File: src/rtl/ecnt_pkg.sv
package ecnt_pkg;
  localparam int unsigned BYTE_W = 8;
  localparam int unsigned CNT_W  = 2 * BYTE_W;
  typedef logic [CNT_W-1:0]  cnt_t;
  typedef logic [BYTE_W-1:0] byte_t;
endpackage

File: src/rtl/ecnt_edge_detect.sv
module ecnt_edge_detect #(
  parameter int unsigned SYNC_STAGES = 2
) (
  input  logic clk_i,
  input  logic rst_ni,
  input  logic pin_i,
  output logic fall_o
);
  // sh[SYNC_STAGES-1] is the synchronised level, sh[SYNC_STAGES] its previous sample
  logic [SYNC_STAGES:0] sh;

  always_ff @(posedge clk_i or negedge rst_ni) begin
    if (!rst_ni) sh[0] <= 1'b1;
    else         sh[0] <= pin_i;
  end

  for (genvar i = 1; i <= SYNC_STAGES; i++) begin : g_stage
    always_ff @(posedge clk_i or negedge rst_ni) begin
      if (!rst_ni) sh[i] <= 1'b1;
      else         sh[i] <= sh[i-1];
    end
  end

  assign fall_o = sh[SYNC_STAGES] & ~sh[SYNC_STAGES-1];

  AST_FALL_SINGLE: assert property (@(posedge clk_i) disable iff (!rst_ni)
    fall_o |=> !fall_o);
endmodule

File: src/rtl/ecnt_cmp_reg.sv
module ecnt_cmp_reg
  import ecnt_pkg::*;
(
  input  logic  clk_i,
  input  logic  rst_ni,
  input  logic  wr_en_i,
  input  logic  wr_hi_i,
  input  byte_t wr_data_i,
  output cnt_t  cmp_o
);
  byte_t lo_hold;
  cnt_t  cmp_q;

  always_ff @(posedge clk_i or negedge rst_ni) begin
    if (!rst_ni) begin
      lo_hold <= '0;
      cmp_q   <= '0;
    end else if (wr_en_i) begin
      if (wr_hi_i) cmp_q   <= {wr_data_i, lo_hold};
      else         lo_hold <= wr_data_i;
    end
  end

  assign cmp_o = cmp_q;

  AST_CMP_COMMIT: assert property (@(posedge clk_i) disable iff (!rst_ni)
    (wr_en_i && wr_hi_i) |=> (cmp_o[CNT_W-1:BYTE_W] == $past(wr_data_i)));
  AST_LO_NO_COMMIT: assert property (@(posedge clk_i) disable iff (!rst_ni)
    (wr_en_i && !wr_hi_i) |=> $stable(cmp_o));
endmodule

File: src/rtl/ecnt_core.sv
module ecnt_core
  import ecnt_pkg::*;
(
  input  logic clk_i,
  input  logic rst_ni,
  input  logic start_i,
  input  logic fall_i,
  input  cnt_t cmp_i,
  output cnt_t count_o,
  output logic irq_o
);
  cnt_t cnt_q;
  cnt_t cnt_inc;
  logic irq_q;

  assign cnt_inc = cnt_q + 1'b1;

  always_ff @(posedge clk_i or negedge rst_ni) begin
    if (!rst_ni) begin
      cnt_q <= '0;
      irq_q <= 1'b0;
    end else if (!start_i) begin
      cnt_q <= '0;
      irq_q <= 1'b0;
    end else begin
      irq_q <= 1'b0;
      if (fall_i) begin
        if (cnt_inc == cmp_i) begin
          cnt_q <= '0;
          irq_q <= 1'b1;
        end else begin
          cnt_q <= cnt_inc;
        end
      end
    end
  end

  assign count_o = cnt_q;
  assign irq_o   = irq_q;

  AST_IRQ_PULSE: assert property (@(posedge clk_i) disable iff (!rst_ni)
    irq_o |=> !irq_o);
  AST_IRQ_ZERO: assert property (@(posedge clk_i) disable iff (!rst_ni)
    irq_o |-> (count_o == '0));
  AST_STOP_ZERO: assert property (@(posedge clk_i) disable iff (!rst_ni)
    !start_i |=> (count_o == '0 && !irq_o));
  AST_STEP_ONE: assert property (@(posedge clk_i) disable iff (!rst_ni)
    (start_i && !fall_i) |=> $stable(count_o));
endmodule

File: src/rtl/edge_event_counter.sv
module edge_event_counter
  import ecnt_pkg::*;
#(
  parameter int unsigned SYNC_STAGES = 2
) (
  input  logic              clk_i,
  input  logic              rst_ni,
  input  logic              pin_i,
  input  logic              wr_en_i,
  input  logic              wr_hi_i,
  input  logic [BYTE_W-1:0] wr_data_i,
  input  logic              start_i,
  output logic              irq_o,
  output logic [CNT_W-1:0]  count_o
);
  logic fall;
  cnt_t cmp;

  ecnt_edge_detect #(.SYNC_STAGES(SYNC_STAGES)) u_edge (
    .clk_i (clk_i),
    .rst_ni(rst_ni),
    .pin_i (pin_i),
    .fall_o(fall)
  );

  ecnt_cmp_reg u_cmp (
    .clk_i    (clk_i),
    .rst_ni   (rst_ni),
    .wr_en_i  (wr_en_i),
    .wr_hi_i  (wr_hi_i),
    .wr_data_i(wr_data_i),
    .cmp_o    (cmp)
  );

  ecnt_core u_core (
    .clk_i  (clk_i),
    .rst_ni (rst_ni),
    .start_i(start_i),
    .fall_i (fall),
    .cmp_i  (cmp),
    .count_o(count_o),
    .irq_o  (irq_o)
  );

  AST_RESET_IDLE: assert property (@(posedge clk_i)
    !rst_ni |=> (count_o == '0 || rst_ni));
endmodule

File: config.mk
export PLATFORM = sky130hd
export DESIGN_NAME = edge_event_counter
export DESIGN_NICKNAME = d
export VERILOG_FILES = /design/src/rtl/ecnt_pkg.sv /design/src/rtl/ecnt_edge_detect.sv /design/src/rtl/ecnt_cmp_reg.sv /design/src/rtl/ecnt_core.sv /design/src/rtl/edge_event_counter.sv
export SDC_FILE = /design/constraint.sdc
export NUM_CORES = 1
export LEC_CHECK = 0
export BUFFER_PORTS_ARGS = -buffer_cell sky130_fd_sc_hd__buf_2
export CAP_MARGIN = 20
export CORE_UTILIZATION = 63
export DETAILED_ROUTE_END_ITERATION = 8
export PLACE_DENSITY_LB_ADDON = 0.1
export SLEW_MARGIN = 40
export SYNTH_ARGS = -nofsm -noshare
export SYNTH_HDL_FRONTEND = slang
export SYNTH_SLANG_ARGS = --single-unit
File: constraint.sdc
create_clock -name clk_i -period 7.55 [get_ports clk_i]
set_input_delay 0.3775 -clock clk_i [delete_from_list [all_inputs] [get_ports clk_i]]
set_output_delay 0.3775 -clock clk_i [all_outputs]
set_load 0.1 [all_outputs]
**After elaboration in Yosys (flattened, before gate mapping)**

Index checks and enable logic that the tools add are counted.

- Bits in registers: 44
- Latch bits: 0
- Bits in writable memories: 0
- ROM bits: 0
- Input bits: 14
- Output and inout bits: 17
- Word-level logic and storage cells: 21
- Memories kept: 0

- Add/subtract/negate cells: 1
- Multipliers: 0
- Div/mod/pow operators: 0
- $lt $le $gt $ge: 0
- Equal/unequal tests: 2
- Shift operators: 0
- Mux-type cells: 6
- Bitwise gates (word level): 3
- Reduce and logical (&&, ||, !) cells: 2

Operators with widths:

| operator | count |
|---|---|
| $mux W16 | 3 |
| $add A16 B1 Y16 const B | 1 |
| $eq A16 B16 Y1 | 1 |
| $reduce_and A2 Y1 | 2 |
| $mux W1 | 3 |
| $ne A2 B1 Y1 const B | 1 |
| $not A1 Y1 | 2 |
| $and A1 B1 Y1 | 1 |

**Depth between registers and ports, before layout**

Gate-level depths: netlist of the first run.

- Depth after elaboration: 5
- Mapped depth: 10
- Mapped depth without buffers: 8

**Modules after synthesis**

From an unflattened synthesis of the first run, not the netlist that was laid out.

- Cells, all modules: 220
- Area, all modules: 2452.4 um^2

Modules (own cells, without submodules):

| module | instances | cells each | area each (um^2) | seq. area each (um^2) |
|---|---|---|---|---|
| ecnt_core | 1 | 164 | 1372.6 | 425.4 |
| ecnt_cmp_reg | 1 | 52 | 987.2 | 600.6 |
| ecnt_edge_detect | 1 | 4 | 92.6 | 78.8 |

**Worst setup path before layout of the first run**

OpenSTA, ideal clock, no wires.

- Kind: reg2reg
- Start: register u_core.cnt_q[0], in the netlist u_core.count_o[0]
- End: register u_core.cnt_q[11], in the netlist u_core.count_o[11]
- Library setup time: 169 ps
- Arrival time: 3040 ps
- Required time: 7381 ps
- Setup slack: 4341 ps
- Cell stages (with the launch flop): 11
- Buffers on the path: 2
- Cells stage by stage: dfrtp_1 ha_1 and3_1 buf_2 nand2_2 or3_4 a311oi_4 nand4_4 buf_6 nand4_1 o311ai_1

- Longest elaborated chain between the ends: 5

Ends and longest elaborated chain:

| what | line | RTL |
|---|---|---|
| start: declaration | ecnt_core.sv:12 | `cnt_t cnt_q;` |
| start signal: assignment | ecnt_core.sv:32 | `cnt_q <= cnt_inc;` |
| $add A16 B1 Y16 (*) | ecnt_core.sv:16 | `assign cnt_inc = cnt_q + 1'b1;` |
| $eq A16 B16 Y1 | ecnt_core.sv:28 | `if (cnt_inc == cmp_i) begin` |
| $mux W16 (*) | ecnt_core.sv:28 |  |
| $mux W16 (*) | ecnt_core.sv:27 | `if (fall_i) begin` |
| $mux W16 (*) | ecnt_core.sv:22 | `end else if (!start_i) begin` |

Every way passes the cells marked *; elsewhere a longest branch is shown, timed or not. The select of a mux whose other input is x is not followed.
A chain may end at the register's enable or synchronous reset.

**Final worst setup path of the first run**

- Start: register u_core.cnt_q[0], in the netlist u_core.count_o[0]
- End: register u_core.cnt_q[12], in the netlist u_core.count_o[12]

The elaborated chain is that of the path after synthesis.

==> results.toml, run 1 <==
[outcome]
status = "finished clean"

[yosys]
synth_edf_count = 0
ys.flop_type = "dfrtp_1"
synth_nets = 260
async_flop_share_pct = 100.0
postSynthCellCount = 245
synth-warning-count = 0
ys_types = 58
ys_ff_latch = 44
synthTopCellsByArea = "dfrtp_1 (39%), mux2_2 (10%), xnor2_1 (4.7%)"
synth_area_per_cell_um2 = 10.63
synth_top_area_share_pct = 39.39
syn-cell-area_um2 = 2605
yosys.area.top_type = "dfrtp_1"
ys_seq_area_share_pct = 42.41

[route]
vias_per_cell = 6.259
detail_route.iter0.violations = 163
vias = 1984
drc = 0
first_pass_iters = 4
ant_nets = 0
routedWlPerCell_um = 17.25
drt-total-wl_mm = 5.468

[timing]
whs_ps = 60.80
max_freq_mhz = 346.3
finalHoldViolCount = 0
drv_slew = 0
worstMarginPinSlew_ps = 700.5
finalSetupViolCount = 0
slew_headroom_pct = 52.99
rsz0062_at_grt = "no"
skew_ps = 7.695
fin_crit_sh_pct = 38.24
final.setup.tns_ps = 0
layout_min_cycle_time_ps = 2887

[floorplanning]
ios = 31
num_rows = 23
initial_core_util_pct = 65.60
die-area_um2 = 4396
fp.dieH_um = 66.31
die_x_um = 66.31
core_um2 = 3971

[global_routing]
grtUsageTotal_pct = 28.19
grt_antenna_before_repair = 0
grt_pass1_wl_mm = 9.156
grt_overflow = 0
grt_pass1_vias = 1884
grt_max_degree = 45

[finish]
multi_input_area_um2 = 1395
seqCellArea_um2 = 1105
insertedDiodeCount = 0
syn_to_final_growth_pct = 8.501
design_area_um2 = 2826
stdcell_count = 317
nFillCells = 331
nets = 281
drive_above_1_share_pct = 31.46

[critical_path]
rrSetupSlack_ps = 4660
r2r-start = "u_core.count_o[0]"
worst-r2r-cell-count = 8
setup.worst_path.end_class = "flop"
cp-start-kind = "flop"
critPathMaxFanout = 18
timing.rr.end = "u_core.count_o[12]"
crit_arrival_ps = 3050
required_ps = 7710
worst-setup-path-type = "reg -> reg"

[flow_run]
drv_cap = 0

[clock_network]
cts.clk_slew.worst_paths_ps = 80
clock-root-buffer = "clkbuf_8"
post_cts_buffers = 0
cts_sinks = 44
numCtsBuffers = 5
cts_tree = "yes"
cts.path.max_buffers = 2
cts_resized = 0
htreeDepth = 2
postCtsHoldBufs = 0
insertion_delay_ps = 300

[worst_hold_path]
hold_class = "in -> async"

[placed_design]
io_buffers = 30
placed_area_um2 = 2738
place_inst = 309
gp_congestion = 0.9046
hpwl_mm = 4.054

[power]
powerDensity_nw_per_um2 = 184.6
vdd_ir_drop_max_mv = 0.1361
power_w = 0.0005217
leakage_nw = 1.161
[registers in the layout, indices dropped and copies added (netlist names)]
register,flops
u_edge.sh,3
u_core.count_o,16
u_core.irq_o,1
u_cmp.lo_hold,8
u_cmp.cmp_o,16
[per-layer routing]
metal	part of all wire, %	vias to the layer above	global-route usage [%]
met5	0	-	0
met4	1.5	0	10.64
met3	5.0	9	6.724
met2	47	59	44.39
met1	46	958	37.39
li1	-	958	-
[worst max-delay path, stage by stage, from the launching register on]
cell and delay, ps:
dfrtp_1 510, ha_1 340, nand3_2 220, nor4_4 420, mux2i_1 260, nor4b_2 320
nand4_4 300, nand2_2 280, o311ai_1 110
[layout make-up]
type	instances	share of cell area, %
multi-input cells	179	49.36
inverters	6	0.7968
repair buffers	30	5.401
well taps	50	2.213
clock inverters	2	0.5755
flip-flops and latches	44	39.09
clock buffers	6	2.568
[stage by stage]
| stage | setup slack [ps] | utilization (%) |
|---|---|---|
| after CTS | 4658 | 71.17 |
| after global routing | 4411 | 71.17 |
| after detailed placement | 4680 | 68.94 |
| final | 4663 | 71.17 |
| after global placement | 4758 | 68.87 |
| after floorplan | 4341 | - |
[how the worst max path moves through the flow]
stage	from	end	slack, ps	cells after the start
floorplan	u_core.count_o[0]	u_core.count_o[11]	4340	10
global placement	u_core.count_o[0]	u_core.count_o[12]	4760	8
detailed placement	u_core.count_o[0]	u_core.count_o[12]	4680	8
CTS	u_core.count_o[0]	u_core.count_o[12]	4660	8
global route	u_core.count_o[0]	u_core.count_o[6]	4410	8
finish	u_core.count_o[0]	u_core.count_o[12]	4660	8
[power by group]
group | total [W] | leakage (nW) | switching, W | internal [W]
Clock | 0.000146 | 0.0414 | 0.0000805 | 0.0000658
Combinational | 0.0000935 | 0.569 | 0.0000463 | 0.0000472
Sequential | 0.000282 | 0.551 | 0.0000213 | 0.000261
Total | 0.000522 | 1.16 | 0.000148 | 0.000374
[cell families after synthesis]
group | after synthesis | synth area share, %
AO/OA/AOI/OAI | 40 | 11.29
XOR/XNOR | 21 | 7.349
adder cells (fa/ha/maj) | 1 | 0.4802
buffers and inverters | 22 | 4.035
flip-flops | 44 | 42.41
multiplexers | 27 | 11.53
AND/OR/NAND/NOR | 90 | 22.91
[cells in the mapped netlist, drive strengths merged (4+ instances only)]
library cell  instances
a21oi                 4
a31oi                 7
buf                   9
clkbuf                7
dfrtp                41
inv                   6
mux2                 24
nand2                21
nand2b                5
nand3                12
nand4                15
nor2                  4
nor4                  5
o21ai                10
o311ai                5
or3                   4
xnor2                15
xor2                  6
[cell usage in the layout (no fill, tap or decap), types with 5 or more instances in the layout]
cell       n
buf_2     29
nand2_1   19
o311ai_1   5
nand2b_1   5
a31oi_1    7
o21ai_1    7
clkbuf_8   5
inv_1      6
xnor2_1   14
mux2_2    24
nand4_1   13
dfrtp_1   41
xor2_1     6
nand3_1   10
No activity file was read; power rests on OpenSTA's default activity.
==> run 2: changes to the inputs <==
Settings changed: CORE_UTILIZATION 63 to 52.
Clock period 7.55 ns to 2.3 ns, I/O delays scaled along.
==> run 2 against run 1 <==
The flow now finishes with violations (setup timing). Design area rose by 27%. First-iteration DRC count rose by 25%. Critical path depth rose by 1. Wire length rose by 27%. Total power rose to 3.9 times the previous value. Non-clock buffer count rose by 56. Sequential share of layout area fell by 7.2 points. Worst hold slack got worse by 2.7 ps. Via count rose by 17%. Maximum frequency rose by 19%. Global-route usage rose by 0.26 points. Clock skew fell by 1.5 ps. Largest cell class unchanged. Largest power group unchanged. Highest routed layer unchanged.
==> results.toml, run 2 (synthesis gave the netlist of run 1 again) <==
[critical_path]
cp-start-kind = "flop"
setup.worst_path.end_class = "flop"
worst-setup-path-type = "reg -> reg"
critPathMaxFanout = 6
crit_arrival_ps = 2650
required_ps = 2530

[global_routing]
grt_max_degree = 35
grt_overflow = 0
grtUsageTotal_pct = 28.46
grt_pass1_vias = 2250
grt_pass1_wl_mm = 11.10
grt_antenna_before_repair = 0

[power]
p_sw_w = 0.0005256
powerDensity_nw_per_um2 = 566.0
leakage_nw = 1.524
pwr-share-seq_pct = 45.4
vdd_ir_drop_max_mv = 0.6075
combPwrFrac_pct = 20.4
clkPwrFrac_pct = 34.2
p_sw_share_pct = 25.85
internal_power_w = 0.001508

[timing]
slew_headroom_pct = 56.80
fin_crit_sh_pct = 105.1
max_freq_mhz = 413.7
worst_slack_ps = -117.4
worstMarginPinSlew_ps = 648.1
rsz0062_at_grt = "yes"
layout_min_cycle_time_ps = 2417
finalSetupViolCount = 16
drv_slew = 0
skew_ps = 6.193
finalHoldViolCount = 0

[finish]
syn_to_final_growth_pct = 37.94
multi_input_area_um2 = 1602
seqCellArea_um2 = 1147
insertedDiodeCount = 0
nets = 337
final_common_cell = "buf_4"
nFillCells = 342
drive_above_1_share_pct = 52.63
design_area_um2 = 3593
final_cell_mix = "buf_4 (50), buf_2 (29), dfrtp_1 (27)"
stdcell_count = 390

[route]
ant_nets = 0
detail_route.iter0.violations = 203
wl_met1_mm = 2.918
wl_met2_mm = 3.333
vias = 2314
first_pass_iters = 5
routedWlPerCell_um = 17.80
vias_per_cell = 5.933
wl_met3_um = 457
routed.top_layer = "met4"
drt-total-wl_mm = 6.941
drc = 0

[floorplanning]
die_x_um = 72.78
initial_core_util_pct = 54.43
core_um2 = 4786
fp.dieH_um = 72.78
num_rows = 25
ios = 31
die-area_um2 = 5297

[placed_design]
io_buffers = 30
gp_congestion = 0.8754
placed_area_um2 = 3178
place_inst = 372
hpwl_mm = 4.794
dpl_worst_slack_ps = -193.6

[clock_network]
cts.clk_slew.worst_paths_ps = 80
numCtsBuffers = 5
insertion_delay_ps = 290
clock-root-buffer = "clkbuf_8"
htreeDepth = 2
cts_sinks = 44
cts.path.max_buffers = 2
cts_tree = "yes"

[outcome]
status = "finished, violations left"
violations = "setup timing"

[worst_hold_path]
hold_class = "in -> reg"

[flow_run]
drv_cap = 0
[run 2: per-stage QoR]
stage	hold slack, ps	setup TNS, ps	utilization, %	total power, W
floorplan	-180.6	-3793	-	0.001167
global placement	219.4	-2044	66.41	0.001282
detailed placement	222.4	-2439	66.41	0.001292
CTS	51.60	-253.0	73.99	0.002030
global route	63.03	-2006	75.09	0.002111
finish	58.12	-935.9	75.09	0.002034
[run 2: layer usage]
layer  up-vias  GRT usage [%]
met2       100          46.42
li1       1069              -
met4         0          10.89
met5         -              0
met1      1120          37.84
met3        25          5.110
[run 2: worst max-delay path: stages, from the launching register on]
cell       delay [ps]
dfrtp_4           460
ha_4              200
nand3_4           130
buf_4             160
buf_4             130
nor4_1            320
a21oi_1            90
a2111oi_1         420
o211ai_1          160
and4b_1           280
[run 2: final cells by class]
class | count | area share, %
well taps | 67 | 2.333
flip-flops and latches | 44 | 31.93
clock buffers | 6 | 2.019
multi-input cells | 179 | 44.57
clock inverters | 2 | 1.671
inverters | 6 | 0.6267
repair buffers | 86 | 16.85
[run 2: what timing repair did]
item,4_1_cts,5_1_grt
endpoints found under the hold margin,31,0
pin swaps,8,2
gates resized for setup,27,7
hold buffers,2,0
setup endpoints to repair,17,17
setup buffers,6,2
[run 2: power by group through the flow]
stage	registers (W)	logic (W)	clock network, W
floorplan	0.000935	0.000232	0
global placement	0.000933	0.000348	0
detailed placement	0.000938	0.000354	0
CTS	0.000922	0.000403	0.000705
global route	0.000934	0.000445	0.000732
finish	0.000923	0.000415	0.000696
[run 2: worst paths after layout]
| kind | cells after the start | slack (ps) | startpoint | end |
|---|---|---|---|---|
| max in group asynchronous | 3 | 1500 | rst_ni | u_cmp.lo_hold[6] |
| min in group asynchronous | 2 | 290 | rst_ni | u_core.count_o[3] |
| setup reg to reg | 9 | -120 | u_core.count_o[0] | u_core.irq_o |
| hold reg to reg | 0 | 360 | u_edge.sh[0] | u_edge.sh[1] |
| hold / removal | 2 | 60 | wr_data_i[3] | u_cmp.lo_hold[3] |
| setup / recovery | 9 | -120 | u_core.count_o[0] | u_core.irq_o |
==> run 3: changes to the inputs <==
Settings changed: GPL_TIMING_DRIVEN set to 0, SKIP_LAST_GASP set to 1.
==> run 3 against run 2 <==
The flow still finishes with violations (setup timing). Combinational power decreased by 2%. Die area unchanged. Sequential power increased by 0.7%. Maximum frequency decreased by 10%. Count of clock-buffer cells in the layout unchanged. First-iteration DRC count increased by 21%. Register-to-register slack got worse by 280 ps. Design area decreased by 2.8%. Critical path type unchanged. Largest cell class unchanged.
==> results.toml, run 3 (synthesis gave the netlist of run 1 again) <==
[outcome]
status = "finished, violations left"
violations = "setup timing"

[clock_network]
numCtsBuffers = 5
clock-root-buffer = "clkbuf_8"
cts.path.max_buffers = 2
cts_sinks = 44
htreeDepth = 2
insertion_delay_ps = 300
cts.clk_slew.worst_paths_ps = 90
cts_tree = "yes"

[route]
routedWlPerCell_um = 18.81
vias_per_cell = 6.162
ant_nets = 0
detail_route.iter0.violations = 246
first_pass_iters = 5
drt-total-wl_mm = 7.297
drc = 0
vias = 2391

[finish]
insertedDiodeCount = 0
drive_above_1_share_pct = 50.16
syn_to_final_growth_pct = 34.10
final_common_cell = "buf_4"
nets = 335
final_cell_mix = "buf_4 (36), buf_2 (29), dfrtp_1 (27)"
nFillCells = 347
design_area_um2 = 3493

[power]
combPwrFrac_pct = 22.3
internal_power_w = 0.001283
pwr-share-seq_pct = 50.8
vdd_ir_drop_max_mv = 0.5016
p_sw_w = 0.0005453
leakage_nw = 1.445
clkPwrFrac_pct = 26.9
p_sw_share_pct = 29.83
powerDensity_nw_per_um2 = 523.4

[global_routing]
grt_pass1_wl_mm = 11.04
grt_pass1_vias = 2094
grtUsageTotal_pct = 28.23
grt_max_degree = 45
grt_overflow = 0
grt_antenna_before_repair = 0

[placed_design]
gp_congestion = 0.8853
hpwl_mm = 4.294
placed_area_um2 = 2925
io_buffers = 30

[critical_path]
required_ps = 2480
r2r-start = "u_core.count_o[9]"
crit_arrival_ps = 2880
cp-start-kind = "flop"
worst-r2r-cell-count = 8
crit_chain = "nand4_1, nor4_4, mux2i_1, nor4b_4, buf_4, nand4_4, a31oi_2, o21ai_1"
slowest_delay_ps = 530
cpMaxStageDelayCell = "nor4_4"
worst-setup-path-type = "reg -> reg"
critPathLaunch = "u_core.count_o[9]"
setup.worst_path.end_class = "flop"
critPathMaxFanout = 6

[timing]
finalSetupViolCount = 17
max_freq_mhz = 370.3
slew_headroom_pct = 61.67
worst_slack_ps = -400.8
final.setup.tns_ps = -5657
drv_slew = 0
finalHoldViolCount = 0
layout_min_cycle_time_ps = 2701
rsz0062_at_grt = "yes"
skew_ps = 7.148
worstMarginPinSlew_ps = 573.8
fin_crit_sh_pct = 117.4
whs_ps = 58.13

[flow_run]
drv_cap = 0

[worst_hold_path]
min_path_cells = 2
hp-start = "wr_data_i[4]"
hold_class = "in -> reg"

[floorplanning]
ios = 31
fp.dieH_um = 72.78
initial_core_util_pct = 54.43
die-area_um2 = 5297
die_x_um = 72.78
num_rows = 25
core_um2 = 4786
-- run 3: metal layers --
metal / wire, um / global-route usage [%] / part of all wire (%)
met1: 3046 / 38.57 / 42
met5: 0 / 0 / 0
met3: 478 / 5.387 / 6.6
met2: 3364 / 43.30 / 46
met4: 408 / 13.51 / 5.6
-- run 3: through the flow --
step,std cells,utilization (%),worst slack (ps),total power (W)
after global routing,388,72.99,-435.4,0.001906
after detailed placement,342,61.12,-432.9,0.001256
final,388,72.99,-400.8,0.001828
after global placement,342,61.07,-438.2,0.001242
after floorplan,245,-,-307.7,0.001167
after CTS,375,70.25,-102.5,0.001816
-- run 3: area by class of cell --
type / instances / area [um2] / share of cell area [%]
inverters: 6 / 22.52 / 0.6447
multi-input cells: 181 / 1583 / 45.31
repair buffers: 71 / 489.2 / 14.00
well taps: 67 / 83.83 / 2.400
plain buffers: 11 / 78.83 / 2.256
clock buffers: 6 / 72.57 / 2.077
flip-flops and latches: 44 / 1147 / 32.84
clock inverters: 2 / 16.27 / 0.4656
-- run 3: final timing paths --
path / to / slack (ps)
setup / recovery: u_core.count_o[4] / -400
hold / removal: u_cmp.lo_hold[4] / 60
setup reg to reg: u_core.count_o[4] / -400
hold reg to reg: u_edge.sh[1] / 360
max in group asynchronous: u_core.count_o[1] / 1540
min in group asynchronous: u_core.count_o[2] / 340
-- run 3: critical path, delay by kind of cell, from the launching register on --
family	cells	cell delay, ps
simple gates	4	1300
flops	1	460
compound gates	2	330
mux	1	310
buf+inv	1	190
-- run 3: what timing repair did --
item                                   CTS  global route
gates resized for setup                 26             7
gates cloned                             3             0
buffers inserted                        25            13
pin swaps                               21             5
endpoints found under the hold margin   42             0
setup endpoints to repair               17            17
hold buffers                             2             0
-- run 3: power groups by stage --
stage	registers (W)	logic, W	clock network [W]
finish	0.000929	0.000407	0.000493
global route	0.000940	0.000441	0.000525
CTS	0.000928	0.000388	0.000499
detailed placement	0.000943	0.000313	0
global placement	0.000939	0.000304	0
floorplan	0.000935	0.000232	0
